**config.mk**
```make
export PLATFORM = sky130hd
export DESIGN_NAME = spi_mem_front
export DESIGN_NICKNAME = d
export VERILOG_FILES = /design/src/rtl/spi_mem_pkg.sv /design/src/rtl/spi_pin_ctl.sv /design/src/rtl/spi_rx_shift.sv /design/src/rtl/spi_tx_shift.sv /design/src/rtl/spi_mem_front.sv
export SDC_FILE = /design/constraint.sdc
export NUM_CORES = 1
export LEC_CHECK = 0
export ABC_AREA = 1
export CAP_MARGIN = 15
export CORE_MARGIN = 3
export CORE_UTILIZATION = 45
export CTS_BUF_LIST = sky130_fd_sc_hd__clkbuf_4 sky130_fd_sc_hd__clkbuf_8 sky130_fd_sc_hd__clkbuf_16
export DETAILED_ROUTE_END_ITERATION = 10
export GPL_TIMING_DRIVEN = 0
export HOLD_SLACK_MARGIN = 0.03
export PLACE_DENSITY = 0.7
export SYNTH_ARGS = -nofsm -noshare
export SYNTH_HDL_FRONTEND = slang
export SYNTH_SLANG_ARGS = --single-unit
```
**constraint.sdc**
```tcl
create_clock -name clk -period 5.47 [get_ports clk]
set_clock_uncertainty 0.05 [all_clocks]
set_input_delay 1.094 -clock clk [delete_from_list [all_inputs] [get_ports clk]]
set_output_delay 1.094 -clock clk [all_outputs]
set_load 0.05 [all_outputs]
```
**src/rtl/spi_mem_pkg.sv**
```systemverilog
package spi_mem_pkg;

    typedef enum logic [2:0] {
        OP_NONE  = 3'd0,
        OP_READ  = 3'd1,
        OP_WRITE = 3'd2,
        OP_WRDIS = 3'd3,
        OP_WREN  = 3'd4,
        OP_RDST  = 3'd5,
        OP_WRST  = 3'd6
    } op_e;

    typedef enum logic [2:0] {
        ST_OPCODE,
        ST_ADDR,
        ST_RDATA,
        ST_SRDATA,
        ST_WDATA,
        ST_WSTAT,
        ST_SKIP
    } st_e;

    // Upper nibble must be zero; bit 3 is address bit 8 or don't-care.
    function automatic op_e decode_op(input logic [7:0] b);
        op_e r;
        r = OP_NONE;
        if (b[7:4] == 4'h0) begin
            case (b[2:0])
                3'b011:  r = OP_READ;
                3'b010:  r = OP_WRITE;
                3'b100:  r = OP_WRDIS;
                3'b110:  r = OP_WREN;
                3'b101:  r = OP_RDST;
                3'b001:  r = OP_WRST;
                default: r = OP_NONE;
            endcase
        end
        return r;
    endfunction

endpackage

```
**src/rtl/spi_pin_ctl.sv**
```systemverilog
module spi_pin_ctl (
    input  logic clk,
    input  logic rst_n,
    input  logic cs_n,
    input  logic sck,
    input  logic hold_n,
    output logic rise,
    output logic fall,
    output logic held
);
    logic sck_q;

    always_ff @(posedge clk or negedge rst_n) begin
        if (!rst_n) begin
            sck_q <= 1'b0;
            held  <= 1'b0;
        end else begin
            sck_q <= sck;
            if (cs_n)
                held <= 1'b0;
            else if (!held && !hold_n && !sck)
                held <= 1'b1;
            else if (held && hold_n && !sck)
                held <= 1'b0;
        end
    end

    assign rise = !cs_n && !held &&  sck && !sck_q;
    assign fall = !cs_n && !held && !sck &&  sck_q;

    AST_PAUSE_SCK_LOW: assert property (@(posedge clk) disable iff (!rst_n)
        $rose(held) |-> !sck);
    AST_RESUME_SCK_LOW: assert property (@(posedge clk) disable iff (!rst_n)
        ($fell(held) && !cs_n) |-> (hold_n && !sck));

endmodule

```
**src/rtl/spi_rx_shift.sv**
```systemverilog
module spi_rx_shift #(
    parameter int W = 8
) (
    input  logic         clk,
    input  logic         rst_n,
    input  logic         clr,
    input  logic         shift,
    input  logic         si,
    output logic         byte_stb,
    output logic [W-1:0] byte_val
);
    localparam int CW = $clog2(W);

    logic [W-2:0] sr;
    logic [CW-1:0] cnt;

    assign byte_stb = shift && (cnt == CW'(W - 1));
    assign byte_val = {sr, si};

    always_ff @(posedge clk or negedge rst_n) begin
        if (!rst_n) begin
            sr  <= '0;
            cnt <= '0;
        end else if (clr) begin
            cnt <= '0;
        end else if (shift) begin
            sr  <= {sr[W-3:0], si};
            cnt <= cnt + 1'b1;
        end
    end

    AST_RX_CLEARED: assert property (@(posedge clk) disable iff (!rst_n)
        clr |=> (cnt == '0));

endmodule

```
**src/rtl/spi_tx_shift.sv**
```systemverilog
module spi_tx_shift #(
    parameter int W = 8
) (
    input  logic         clk,
    input  logic         rst_n,
    input  logic         clr,
    input  logic         step,
    input  logic [W-1:0] byte_in,
    output logic         so_bit,
    output logic         need,
    output logic         live
);
    localparam int CW = $clog2(W);

    logic [W-2:0] sr;
    logic [CW-1:0] cnt;

    assign need = (cnt == '0);

    always_ff @(posedge clk or negedge rst_n) begin
        if (!rst_n) begin
            sr     <= '0;
            cnt    <= '0;
            so_bit <= 1'b0;
            live   <= 1'b0;
        end else if (clr) begin
            cnt  <= '0;
            live <= 1'b0;
        end else if (step) begin
            live <= 1'b1;
            if (cnt == '0) begin
                so_bit <= byte_in[W-1];
                sr     <= byte_in[W-2:0];
                cnt    <= CW'(W - 1);
            end else begin
                so_bit <= sr[W-2];
                sr     <= {sr[W-3:0], 1'b0};
                cnt    <= cnt - 1'b1;
            end
        end
    end

endmodule

```
**src/rtl/spi_mem_front.sv**
```systemverilog
module spi_mem_front
    import spi_mem_pkg::*;
#(
    parameter int ADDR_W = 9
) (
    input  logic              clk,
    input  logic              rst_n,
    input  logic              cs_n,
    input  logic              sck,
    input  logic              si,
    input  logic              hold_n,
    output logic              so_data,
    output logic              so_oe,
    output logic              cmd_stb,
    output logic [2:0]        cmd_op,
    output logic [ADDR_W-1:0] cmd_addr,
    output logic              data_stb,
    output logic [7:0]        data_byte,
    output logic [ADDR_W-1:0] rd_addr,
    input  logic [7:0]        rd_data,
    input  logic [7:0]        status_in
);
    localparam int BW    = 8;
    localparam int FULLW = BW + 1;

    st_e st_q, st_d;
    op_e op_q, cmd_op_q, dec;

    logic rise, fall, held;
    logic byte_stb;
    logic [BW-1:0] byte_val;
    logic tx_step, tx_clr, tx_need, tx_live, tx_bit;
    logic streaming;
    logic a8_q;
    logic [ADDR_W-1:0] ptr_q;
    logic [FULLW-1:0] full_addr;

    spi_pin_ctl u_pins (
        .clk(clk), .rst_n(rst_n), .cs_n(cs_n), .sck(sck), .hold_n(hold_n),
        .rise(rise), .fall(fall), .held(held)
    );

    spi_rx_shift #(.W(BW)) u_rx (
        .clk(clk), .rst_n(rst_n), .clr(cs_n), .shift(rise), .si(si),
        .byte_stb(byte_stb), .byte_val(byte_val)
    );

    assign streaming = (st_q == ST_RDATA) || (st_q == ST_SRDATA);
    assign tx_step   = fall && streaming;
    assign tx_clr    = cs_n || !streaming;

    spi_tx_shift #(.W(BW)) u_tx (
        .clk(clk), .rst_n(rst_n), .clr(tx_clr), .step(tx_step),
        .byte_in((st_q == ST_RDATA) ? rd_data : status_in),
        .so_bit(tx_bit), .need(tx_need), .live(tx_live)
    );

    assign dec       = decode_op(byte_val);
    assign full_addr = {a8_q, byte_val};

    // Next-state logic
    always_comb begin
        st_d = st_q;
        if (cs_n) begin
            st_d = ST_OPCODE;
        end else if (byte_stb) begin
            unique case (st_q)
                ST_OPCODE: begin
                    case (dec)
                        OP_READ, OP_WRITE: st_d = ST_ADDR;
                        OP_RDST:           st_d = ST_SRDATA;
                        OP_WRST:           st_d = ST_WSTAT;
                        default:           st_d = ST_SKIP;
                    endcase
                end
                ST_ADDR:   st_d = (op_q == OP_READ) ? ST_RDATA : ST_WDATA;
                ST_WSTAT:  st_d = ST_SKIP;
                ST_RDATA, ST_SRDATA, ST_WDATA, ST_SKIP: st_d = st_q;
            endcase
        end
    end

    // State register
    always_ff @(posedge clk or negedge rst_n) begin
        if (!rst_n) st_q <= ST_OPCODE;
        else        st_q <= st_d;
    end

    // Output and datapath registers
    always_ff @(posedge clk or negedge rst_n) begin
        if (!rst_n) begin
            op_q      <= OP_NONE;
            a8_q      <= 1'b0;
            ptr_q     <= '0;
            cmd_stb   <= 1'b0;
            cmd_op_q  <= OP_NONE;
            cmd_addr  <= '0;
            data_stb  <= 1'b0;
            data_byte <= '0;
        end else begin
            cmd_stb  <= 1'b0;
            data_stb <= 1'b0;
            if (byte_stb && st_q == ST_OPCODE) begin
                op_q <= dec;
                a8_q <= byte_val[3];
                if (dec inside {OP_WRDIS, OP_WREN, OP_RDST, OP_WRST}) begin
                    cmd_stb  <= 1'b1;
                    cmd_op_q <= dec;
                    cmd_addr <= '0;
                end
            end
            if (byte_stb && st_q == ST_ADDR) begin
                cmd_stb  <= 1'b1;
                cmd_op_q <= op_q;
                cmd_addr <= full_addr[ADDR_W-1:0];
                ptr_q    <= full_addr[ADDR_W-1:0];
            end
            if (byte_stb && (st_q == ST_WDATA || st_q == ST_WSTAT)) begin
                data_stb  <= 1'b1;
                data_byte <= byte_val;
            end
            if (tx_step && tx_need && st_q == ST_RDATA)
                ptr_q <= ptr_q + 1'b1;
        end
    end

    assign cmd_op  = cmd_op_q;
    assign rd_addr = ptr_q;
    assign so_data = tx_bit;
    assign so_oe   = !cs_n && !held && streaming && tx_live;

    AST_DESEL_IDLE: assert property (@(posedge clk) disable iff (!rst_n)
        $rose(cs_n) |=> (st_q == ST_OPCODE));
    AST_HOLD_FROZEN: assert property (@(posedge clk) disable iff (!rst_n)
        (held && !cs_n) |=> ($stable(ptr_q) && $stable(st_q)));
    AST_CMD_CODED: assert property (@(posedge clk) disable iff (!rst_n)
        cmd_stb |-> (cmd_op_q != OP_NONE));
    AST_PTR_STEP: assert property (@(posedge clk) disable iff (!rst_n)
        (st_q == ST_RDATA && $past(st_q) == ST_RDATA) |->
        (ptr_q == $past(ptr_q) || ptr_q == $past(ptr_q) + 1'b1));
    AST_SKIP_SILENT: assert property (@(posedge clk) disable iff (!rst_n)
        (st_q == ST_SKIP) |-> !so_oe);

endmodule

```
After elaboration in Yosys (flattened, before gate mapping)
Cells that the tools add are included.
{"block": "word_totals", "input_bits": 22, "word_cells": 119, "output_inout_bits": 33, "reg_bits": 62}
{"block": "op_classes", "n_addsub": 3, "bitwise_logic": 2, "eq_ne": 21, "mux": 32, "reduce_logical": 44}
{"op": "$mux 9", "n": 5}
{"op": "$mux 3", "n": 12}
{"op": "$eq 3x3->1 const B", "n": 10}
{"op": "$eq 3x2->1 const B", "n": 6}
{"op": "$logic_and 1x1->1", "n": 18}
{"op": "$pmux 3 s3", "n": 2}
{"op": "$pmux 3 s6", "n": 1}
{"op": "$eq 3x1->1 const B", "n": 4}
{"op": "$reduce_bool 2->1", "n": 6}
{"op": "$mux 1", "n": 10}
{"op": "$add 9x1->9 const B", "n": 1}
{"op": "$mux 8", "n": 1}
{"op": "$reduce_and 2->1", "n": 4}
{"op": "$mux 7", "n": 1}
{"op": "$logic_not 1->1", "n": 6}
{"op": "$logic_not 3->1", "n": 2}
{"op": "$logic_not 4->1", "n": 1}
{"op": "$reduce_bool 4->1", "n": 1}
{"op": "$reduce_or 4->1", "n": 1}
{"op": "$add 3x1->3 const B", "n": 1}
{"op": "$logic_or 1x1->1", "n": 3}
{"op": "$reduce_bool 3->1", "n": 1}
{"op": "$sub 3x1->3 const B", "n": 1}
{"op": "$ne 2x2->1 const B", "n": 1}
{"op": "2 further kinds", "n": 3}

Longest topological paths before layout
Gate-level depths: netlist of the first run.
{"block": "logic_depth", "word_depth": 9, "mapped_depth": 12, "mapped_depth_nobuf": 12}

Modules after synthesis
From an unflattened synthesis of the first run, not the netlist that was laid out.
{"block": "hier_totals", "cells_unflattened": 427, "area_unflattened_um2": 3263.1}
{"module": "spi_mem_front", "seq_area_each_um2": 950.9, "area_per_inst_um2": 2047.0, "n_inst": 1, "cells_each": 270}
{"module": "spi_tx_shift", "seq_area_each_um2": 300.3, "area_per_inst_um2": 669.4, "n_inst": 1, "cells_each": 92}
{"module": "spi_rx_shift", "seq_area_each_um2": 250.2, "area_per_inst_um2": 449.2, "n_inst": 1, "cells_each": 51}
{"module": "spi_pin_ctl", "seq_area_each_um2": 50.0, "area_per_inst_um2": 97.6, "n_inst": 1, "cells_each": 14}

Least setup slack after synthesis of the first run
No wires, ideal clock.
{"block": "synth_path", "path_type": "input to output", "from": "input cs_n", "to": "output so_oe", "arrival_ns": 2.349, "path_stages": 3, "slack_ns": 1.977, "path_buffers": 0, "t_required_ns": 4.326, "path_cell_list": "nor2_4 > inv_1 > nor3_1"}
{"block": "synth_between", "elab_chain_cells": 4}
{"item": "start: declaration", "line": "spi_mem_front.sv:8", "rtl": "input logic cs_n,"}
{"item": "$logic_not 1->1", "line": "spi_mem_front.sv:130", "rtl": "assign so_oe = !cs_n && !held && streaming && tx_live;"}
{"item": "$logic_and 1x1->1 (3 in series)", "line": "spi_mem_front.sv:130"}
{"item": "end: declaration", "line": "spi_mem_front.sv:13", "rtl": "output logic so_oe,"}
No other way between the ends.

Final worst setup path of the first run
Ends and elaborated chain as after synthesis.

==> results of run 1 <==
[routing by layer]
layer	vias up	GRT usage [%]	wire (µm)
li1	1374	-	-
met1	1231	26.44	3372
met2	62	29.59	3120
met3	7	5.292	350
met4	0	6.089	84
met5	-	0	0
[logic make-up (layout without fill, tap and decap cells)]
logic type | count (synthesis) | after routing | synth area share (%)
xor gates and xnor gates | 7 | 7 | 1.948
DFF | 62 | 62 | 49.30
AOI/OAI and AO/OA | 54 | 54 | 9.782
and+or+nand+nor | 209 | 209 | 28.95
adders and majority gates | 9 | 9 | 3.579
buffers and inverters | 45 | 115 | 6.441
[cell type report]
type | count | share of cell area [%]
Buffer | 10 | 1.710
Clock buffer | 10 | 3.420
Clock inverter | 6 | 2.114
Inverter | 35 | 3.327
Multi-Input combinational cell | 279 | 34.61
Sequential cell | 62 | 38.56
Tap cell | 93 | 2.892
Timing Repair Buffer | 54 | 13.37
[worst max-delay path: stages]
cell and delay (ns):
sky130_fd_sc_hd__clkdlybuf4s50_1 0.47, sky130_fd_sc_hd__nor2_4 0.18, sky130_fd_sc_hd__inv_1 0.05, sky130_fd_sc_hd__nor3_1 0.16, sky130_fd_sc_hd__clkdlybuf4s50_1 0.82
[final timing paths]
check	start	end	slack (ns)	cells past startpoint
setup / recovery	cs_n	so_oe	1.54	5
hold / removal	data_byte[6]	data_byte[6]	0.44	2
setup reg to reg	u_rx.sr[4]	cmd_addr[0]	3.34	11
hold reg to reg	data_byte[6]	data_byte[6]	0.44	2
max in group asynchronous	rst_n	rd_addr[2]	4.08	1
min in group asynchronous	rst_n	u_tx.sr[3]	0.77	1
[stage by stage]
step | util [%] | area, µm² | instances | setup WS, ns | power [mW]
2_1_floorplan | - | 3147 | 386 | 1.977 | 0.5984
3_3_place_gp | 57.92 | 3804 | 533 | 1.213 | 0.6521
3_5_place_dp | 57.88 | 3801 | 533 | 1.518 | 0.6575
4_1_cts | 61.27 | 4024 | 549 | 1.518 | 1.108
5_1_grt | 61.27 | 4024 | 549 | 1.477 | 1.155
6_report | 61.27 | 4024 | 549 | 1.540 | 1.098
[flip-flops by register name (all words and copies together) (netlist names)]
| name | flops |
|---|---|
| cmd_addr | 9 |
| op_q | 3 |
| cmd_stb | 1 |
| u_pins.sck_q | 1 |
| st_q | 3 |
| cmd_op | 3 |
| data_stb | 1 |
| a8_q | 1 |
| data_byte | 8 |
| u_pins.held | 1 |
| u_tx.live | 1 |
| u_tx.so_bit | 1 |
| u_rx.cnt | 3 |
| u_rx.sr | 7 |
| u_tx.sr | 7 |
| u_tx.cnt | 3 |
| rd_addr | 9 |
[power by group through the flow]
| stage | registers (mW) | logic [mW] | clock network [mW] |
|---|---|---|---|
| 3_5_place_dp | 0.507 | 0.151 | 0 |
| 6_report | 0.498 | 0.151 | 0.450 |
| 4_1_cts | 0.498 | 0.152 | 0.458 |
| 3_3_place_gp | 0.505 | 0.147 | 0 |
| 2_1_floorplan | 0.502 | 0.0966 | 0 |
| 5_1_grt | 0.501 | 0.175 | 0.479 |
[Yosys cell counts]
| cell | instances |
|---|---|
| sky130_fd_sc_hd__a21oi_1 | 16 |
| sky130_fd_sc_hd__buf_2 | 4 |
| sky130_fd_sc_hd__buf_4 | 3 |
| sky130_fd_sc_hd__buf_6 | 2 |
| sky130_fd_sc_hd__clkbuf_1 | 1 |
| sky130_fd_sc_hd__dfrtp_1 | 62 |
| sky130_fd_sc_hd__ha_1 | 9 |
| sky130_fd_sc_hd__inv_1 | 31 |
| sky130_fd_sc_hd__inv_2 | 3 |
| sky130_fd_sc_hd__inv_4 | 1 |
| sky130_fd_sc_hd__nand2_1 | 131 |
| sky130_fd_sc_hd__nand2_2 | 3 |
| sky130_fd_sc_hd__nand3_1 | 37 |
| sky130_fd_sc_hd__nand3_2 | 4 |
| sky130_fd_sc_hd__nand3b_1 | 1 |
| sky130_fd_sc_hd__nand4_1 | 3 |
| sky130_fd_sc_hd__nor2_1 | 20 |
| sky130_fd_sc_hd__nor2_2 | 4 |
| sky130_fd_sc_hd__nor2_4 | 3 |
| sky130_fd_sc_hd__nor3_1 | 3 |
| sky130_fd_sc_hd__o21a_1 | 1 |
| sky130_fd_sc_hd__o21ai_0 | 22 |
| sky130_fd_sc_hd__o21ai_1 | 5 |
| sky130_fd_sc_hd__o21ai_2 | 8 |
| sky130_fd_sc_hd__o221ai_1 | 1 |
| sky130_fd_sc_hd__o22ai_1 | 1 |
| sky130_fd_sc_hd__xnor2_1 | 3 |
| sky130_fd_sc_hd__xor2_1 | 4 |
==> summary.md, run 1 <==
| Metric | Value |
|---|---|
| Worst Path Class, Setup | `in2out` |
| Crit end category | `output pin` |
| Ranking of synthesized cells by area | `sky130_fd_sc_hd__dfrtp_1 49%, sky130_fd_sc_hd__nand2_1 16%, sky130_fd_sc_hd__nand3_1 5.9%` |
| Power share of the sequential group | `45.3%` |
| Transition time at the pin with the least slew margin | `0.7817 ns` |
| Data required, critical path | `4.33 ns` |
| CTS Root Buffer Type | `sky130_fd_sc_hd__clkbuf_8` |
| Initial antenna violation count | `0` |
| Part of the total power dissipated in combinational logic | `13.7%` |
| Vias in the first global route | `2,564` |
| Standard-cell rows | `29` |
| Post-detailed-placement half-perimeter wirelength | `5071 µm` |
| Final critical-path required period | `3.930 ns` |
| Antenna viol nets, final | `0` |
| Footprint of the multi-input gates | `1393 µm²` |
| Net count reported at finish | `482` |
| # clock sinks | `62` |
| Count of endpoints failing setup in the final report | `0` |
| Power Dens Cells | `273.0 nW/µm²` |
| Switching share of power | `27.21%` |
| Status | `completed` |
| Post-synthesis cell count | `386` |
| Worst slew margin relative to its limit | `47.89%` |
| Number of setup buffers added after CTS | `0` |
| Setup repair after global routing missed its margin | `false` |
| Maximum number of pins on one net before global-route repair | `63` |
| Highest-count cells in the layout ignoring fill and taps | `131 x sky130_fd_sc_hd__nand2_1, 62 x sky130_fd_sc_hd__dfrtp_1, 53 x sky130_fd_sc_hd__clkdlybuf4s50_1` |
| Worst-case clock buffer depth | `2` |
| Via count | `2,674` |
| Chip height | `89.63 µm` |
| I/O Buffers | `54` |
| Area taken by flip-flops and latches | `1551 µm²` |
| Total of warnings raised by yosys | `0` |
| Final wirelength | `6927 µm` |
| Die Area | `8033 µm²` |
| Iter 0 DRT Violations | `90` |
| Highest attainable clock frequency | `254.5 MHz` |
| Summed negative setup slack over all endpoints | `0 ns` |
| Routed length per placed instance | `12.62 µm` |
| Number of register bits inferred by synthesis | `62` |
| Leftover overflow at the end of global routing | `0` |
| Router iterations before antenna repair | `4` |
| Number of gates resized after CTS | `0` |
| Post-synthesis sequential area ratio | `49.30%` |
| Via-to-Cell Ratio | `4.871` |
| Antenna fix cells | `0` |
| Switching power | `0.2989 mW` |
| Chip width | `89.63 µm` |
| Fraction of power consumed by the clock network | `41.0%` |
| Yosys top cell area share | `49.30%` |
| CTS hold repair buffers | `0` |
| Layout area overhead | `27.87%` |
| Final number of hold-violating endpoints | `0` |
| Fraction of final layout cells sized beyond drive strength 1 | `11.40%` |
| Arrival time worst endpoint | `2.79 ns` |
| Initial Util | `47.91%` |
| Clock-pin slew on the worst setup and hold paths | `0.06 ns` |
| Global routing usage summed across all routing layers | `19.22%` |
| Number of distinct library cells after synthesis | `28` |
| Placer's final routability congestion estimate | `0.7932` |
| First-pass GRT wire length | `11,770 µm` |
| Latest clock arrival within the worst-skew pair | `0.34 ns` |
| Internal power consumption | `0.7995 mW` |
| Mean Syn Cell Area | `8.152 µm²` |
| Count of filler cells inserted in the layout | `604` |
| Post-synth design cell area | `3147 µm²` |
| Synthesized netlist net count | `417` |
| Number of levels in the clock H-tree | `3` |
| Tcrit/Tclk final | `71.84%` |
| Worst supply voltage drop on vdd | `0.2361 mV` |
| CTS tree | `built` |
| Num ports | `55` |
| CP Max Fanout | `5` |
| Remaining routing DRC violations | `0` |
| Leakage component of the power | `2.030 nW` |
| Number of buffers created by CTS | `9` |
| Type of the most critical hold path | `reg2reg` |
| Library cell occupying the most area in the post-synthesis netlist | `sky130_fd_sc_hd__dfrtp_1` |
| CP startpoint kind | `input pin` |
| Post-route worst hold slack | `0.4375 ns` |
| Max-slew violation count | `0` |
| Most common cell after layout, fill and taps aside | `sky130_fd_sc_hd__nand2_1` |
| Core Region | `6568 µm²` |
| Max Cap Violations | `0` |
(Power assumes the default switching activity.)
==> inputs of run 2 (changes only) <==
PLACE_DENSITY = 0.72   (was 0.7)
clock period = 3.56 ns   (was 5.47 ns; I/O delays follow)
==> run 2 against run 1 <==
Sequential power up 54%; non-clock buffer count up 1; critical path depth unchanged; register-to-register slack worse by 1.9 ns; critical path type unchanged.
==> summary.md, run 2 (synthesis results as in run 1) <==
| Metric | Value |
|---|---|
| Status | `completed` |
| Initial antenna violation count | `0 (unchanged)` |
| I/O Buffers | `54 (unchanged)` |
| Number of buffers created by CTS | `9 (unchanged)` |
| Buffer and inverter count on the worst path | `3 (unchanged)` |
| Worst supply voltage drop on vdd | `0.2942 mV (+25%)` |
| Remaining routing DRC violations | `0 (unchanged)` |
| Register-to-Register Setup Slack | `1.41 ns (-1.93 ns)` |
| CTS hold repair buffers | `0 (unchanged)` |
| Worst Path Class, Setup | `in2out` |
| Count of endpoints failing setup in the final report | `0 (unchanged)` |
| Iter 0 DRT Violations | `113 (+26%)` |
| CTS Root Buffer Type | `sky130_fd_sc_hd__clkbuf_8` |
| Reg-to-reg endpoint | `cmd_addr[0]` |
| Worst flop-to-flop path startpoint | `u_rx.sr[3]` |
| Initial Util | `47.91% (unchanged)` |
| Part of the total power dissipated in combinational logic | `13.9% (+0.2 points)` |
| Antenna viol nets, final | `0 (unchanged)` |
| Worst slew margin relative to its limit | `54.70% (+6.8 points)` |
| Leftover overflow at the end of global routing | `0 (unchanged)` |
| Arrival time worst endpoint | `2.45 ns (-0.34 ns)` |
| Chip width | `89.63 µm (unchanged)` |
| Maximum number of pins on one net before global-route repair | `35 (-44%)` |
| Slowest stage cell, crit path | `sky130_fd_sc_hd__clkdlybuf4s50_1` |
| CTS tree | `built` |
| Placer's final routability congestion estimate | `0.8469 (+6.8%)` |
| Final WS setup | `0.3482 ns (-1.192 ns)` |
| Tcrit/Tclk final | `90.22%` |
| Number of instances in the placed design | `534 (+0.19%)` |
| Post-Place Worst Slack | `0.3331 ns (-1.185 ns)` |
| Via count | `2,691 (+0.64%)` |
| Die Area | `8033 µm² (unchanged)` |
| # clock sinks | `62 (unchanged)` |
| Final critical-path required period | `3.212 ns` |
| Data required, critical path | `2.80 ns (-1.53 ns)` |
| Core Region | `6568 µm² (unchanged)` |
| Max-slew violation count | `0 (unchanged)` |
| Router iterations before antenna repair | `6 (+2)` |
| Family of cells with the greatest summed delay on the critical path | `buffers and inverters` |
| Fraction of final layout cells sized beyond drive strength 1 | `11.60% (+0.19 points)` |
| Number of gates resized after CTS | `0 (unchanged)` |
| Post-layout power | `1.663 mW (+51%)` |
| Latest clock arrival within the worst-skew pair | `0.34 ns (about the same)` |
| Most frequent cell on the critical path | `sky130_fd_sc_hd__clkdlybuf4s50_1` |
| Worst-case clock buffer depth | `2 (unchanged)` |
| Routed length per placed instance | `12.86 µm (+2.0%)` |
| Max Cap Violations | `0 (unchanged)` |
| R2R depth | `11 (unchanged)` |
| Switching power | `0.4460 mW (+49%)` |
| Antenna fix cells | `0 (unchanged)` |
| Internal power consumption | `1.217 mW (+52%)` |
| Chip height | `89.63 µm (unchanged)` |
| Transition time at the pin with the least slew margin | `0.6796 ns (-0.1021 ns)` |
| Net count reported at finish | `483 (+0.21%)` |
| Most common cell after layout, fill and taps aside | `sky130_fd_sc_hd__nand2_1` |
| Via-to-Cell Ratio | `4.893 (+0.45%)` |
| Number of levels in the clock H-tree | `3 (unchanged)` |
| Final number of hold-violating endpoints | `0 (unchanged)` |
| Vias in the first global route | `2,667 (+4.0%)` |
| Crit end category | `output pin` |
| Post-detailed-placement half-perimeter wirelength | `5302 µm (+4.5%)` |
| Number of cells in the finished layout apart from fillers | `550 (+0.18%)` |
| Num ports | `55 (unchanged)` |
| Final Util | `61.48% (+0.21 points)` |
| Post-route worst hold slack | `0.3558 ns (-0.08166 ns)` |
| CP startpoint kind | `input pin` |
| CP Max Fanout | `5 (unchanged)` |
| Setup repair after global routing missed its margin | `false` |
| Crit path largest cell delay | `0.83 ns (about the same)` |
| Switching share of power | `26.83% (-0.39 points)` |
| Fraction of power consumed by the clock network | `40.1% (-0.9 points)` |
| Power share of the sequential group | `46.0% (+0.7 points)` |
| Leakage component of the power | `2.046 nW (+0.77%)` |
| Standard-cell rows | `29 (unchanged)` |
| Worst-path cell chain | `clkdlybuf4s50_1 -> nor2_4 -> inv_1 -> nor3_1 -> clkdlybuf4s50_1` |
| Layout area overhead | `28.31%` |
| Highest-count cells in the layout ignoring fill and taps | `131 x sky130_fd_sc_hd__nand2_1, 62 x sky130_fd_sc_hd__dfrtp_1, 53 x sky130_fd_sc_hd__clkdlybuf4s50_1` |
| Type of the most critical hold path | `in2async` |
| Power Dens Cells | `411.8 nW/µm² (+51%)` |
| First-pass GRT wire length | `12,190 µm (+3.5%)` |
| Clock-pin slew on the worst setup and hold paths | `0.06 ns (about the same)` |
| Global routing usage summed across all routing layers | `19.66% (+0.44 points)` |
| Number of setup buffers added after CTS | `0 (unchanged)` |
| Highest attainable clock frequency | `311.4 MHz` |
| Final wirelength | `7075 µm (+2.1%)` |
[run 2: worst max path at each step]
stage | end | depth (start not counted) | startpoint
6_report | so_oe | 5 | cs_n
2_1_floorplan | so_oe | 3 | cs_n
5_1_grt | so_oe | 5 | cs_n
4_1_cts | so_oe | 5 | cs_n
3_3_place_gp | data_byte[3] | 1 | rst_n
3_5_place_dp | so_oe | 5 | cs_n
[run 2: power by group through the flow]
stage                     combinational, mW  sequential [mW]  clock, mW
after floorplan                       0.148            0.771          0
after global placement                0.224            0.776          0
after detailed placement              0.233            0.778          0
after CTS                             0.234            0.765      0.680
after global routing                  0.269            0.770      0.712
final                                 0.231            0.765      0.667
[run 2: metal layers]
metal,track usage [%],vias to the layer above,part of all wire (%)
li1,-,1371,-
met1,26.94,1243,48
met2,30.12,67,45
met3,4.106,10,5.3
met4,8.660,0,1.6
met5,0,-,0
[run 2: through the flow]
step | area, µm² | TNS [ns]
after floorplan | 3147 | 0
after global placement | 3804 | -16.44
after detailed placement | 3819 | 0
after CTS | 4038 | 0
after global routing | 4038 | 0
final | 4038 | 0
[run 2: worst register-to-register path: cells and delay by family, from the launching register on]
family	cells	cell delay, ns
simple gates	8	1.05
flops	1	0.43
buf+inv	2	0.31
fa+ha+maj	1	0.25
[run 2: cell type report]
cell class / instances / area [µm²]
well taps: 93 / 116.4
flip-flops and latches: 62 / 1551
multi-input cells: 279 / 1393
inverters: 35 / 133.9
fillers: 586 / 2530
clock buffers: 13 / 178.9
repair buffers: 55 / 555.5
plain buffers: 10 / 68.82
clock inverters: 3 / 40.04
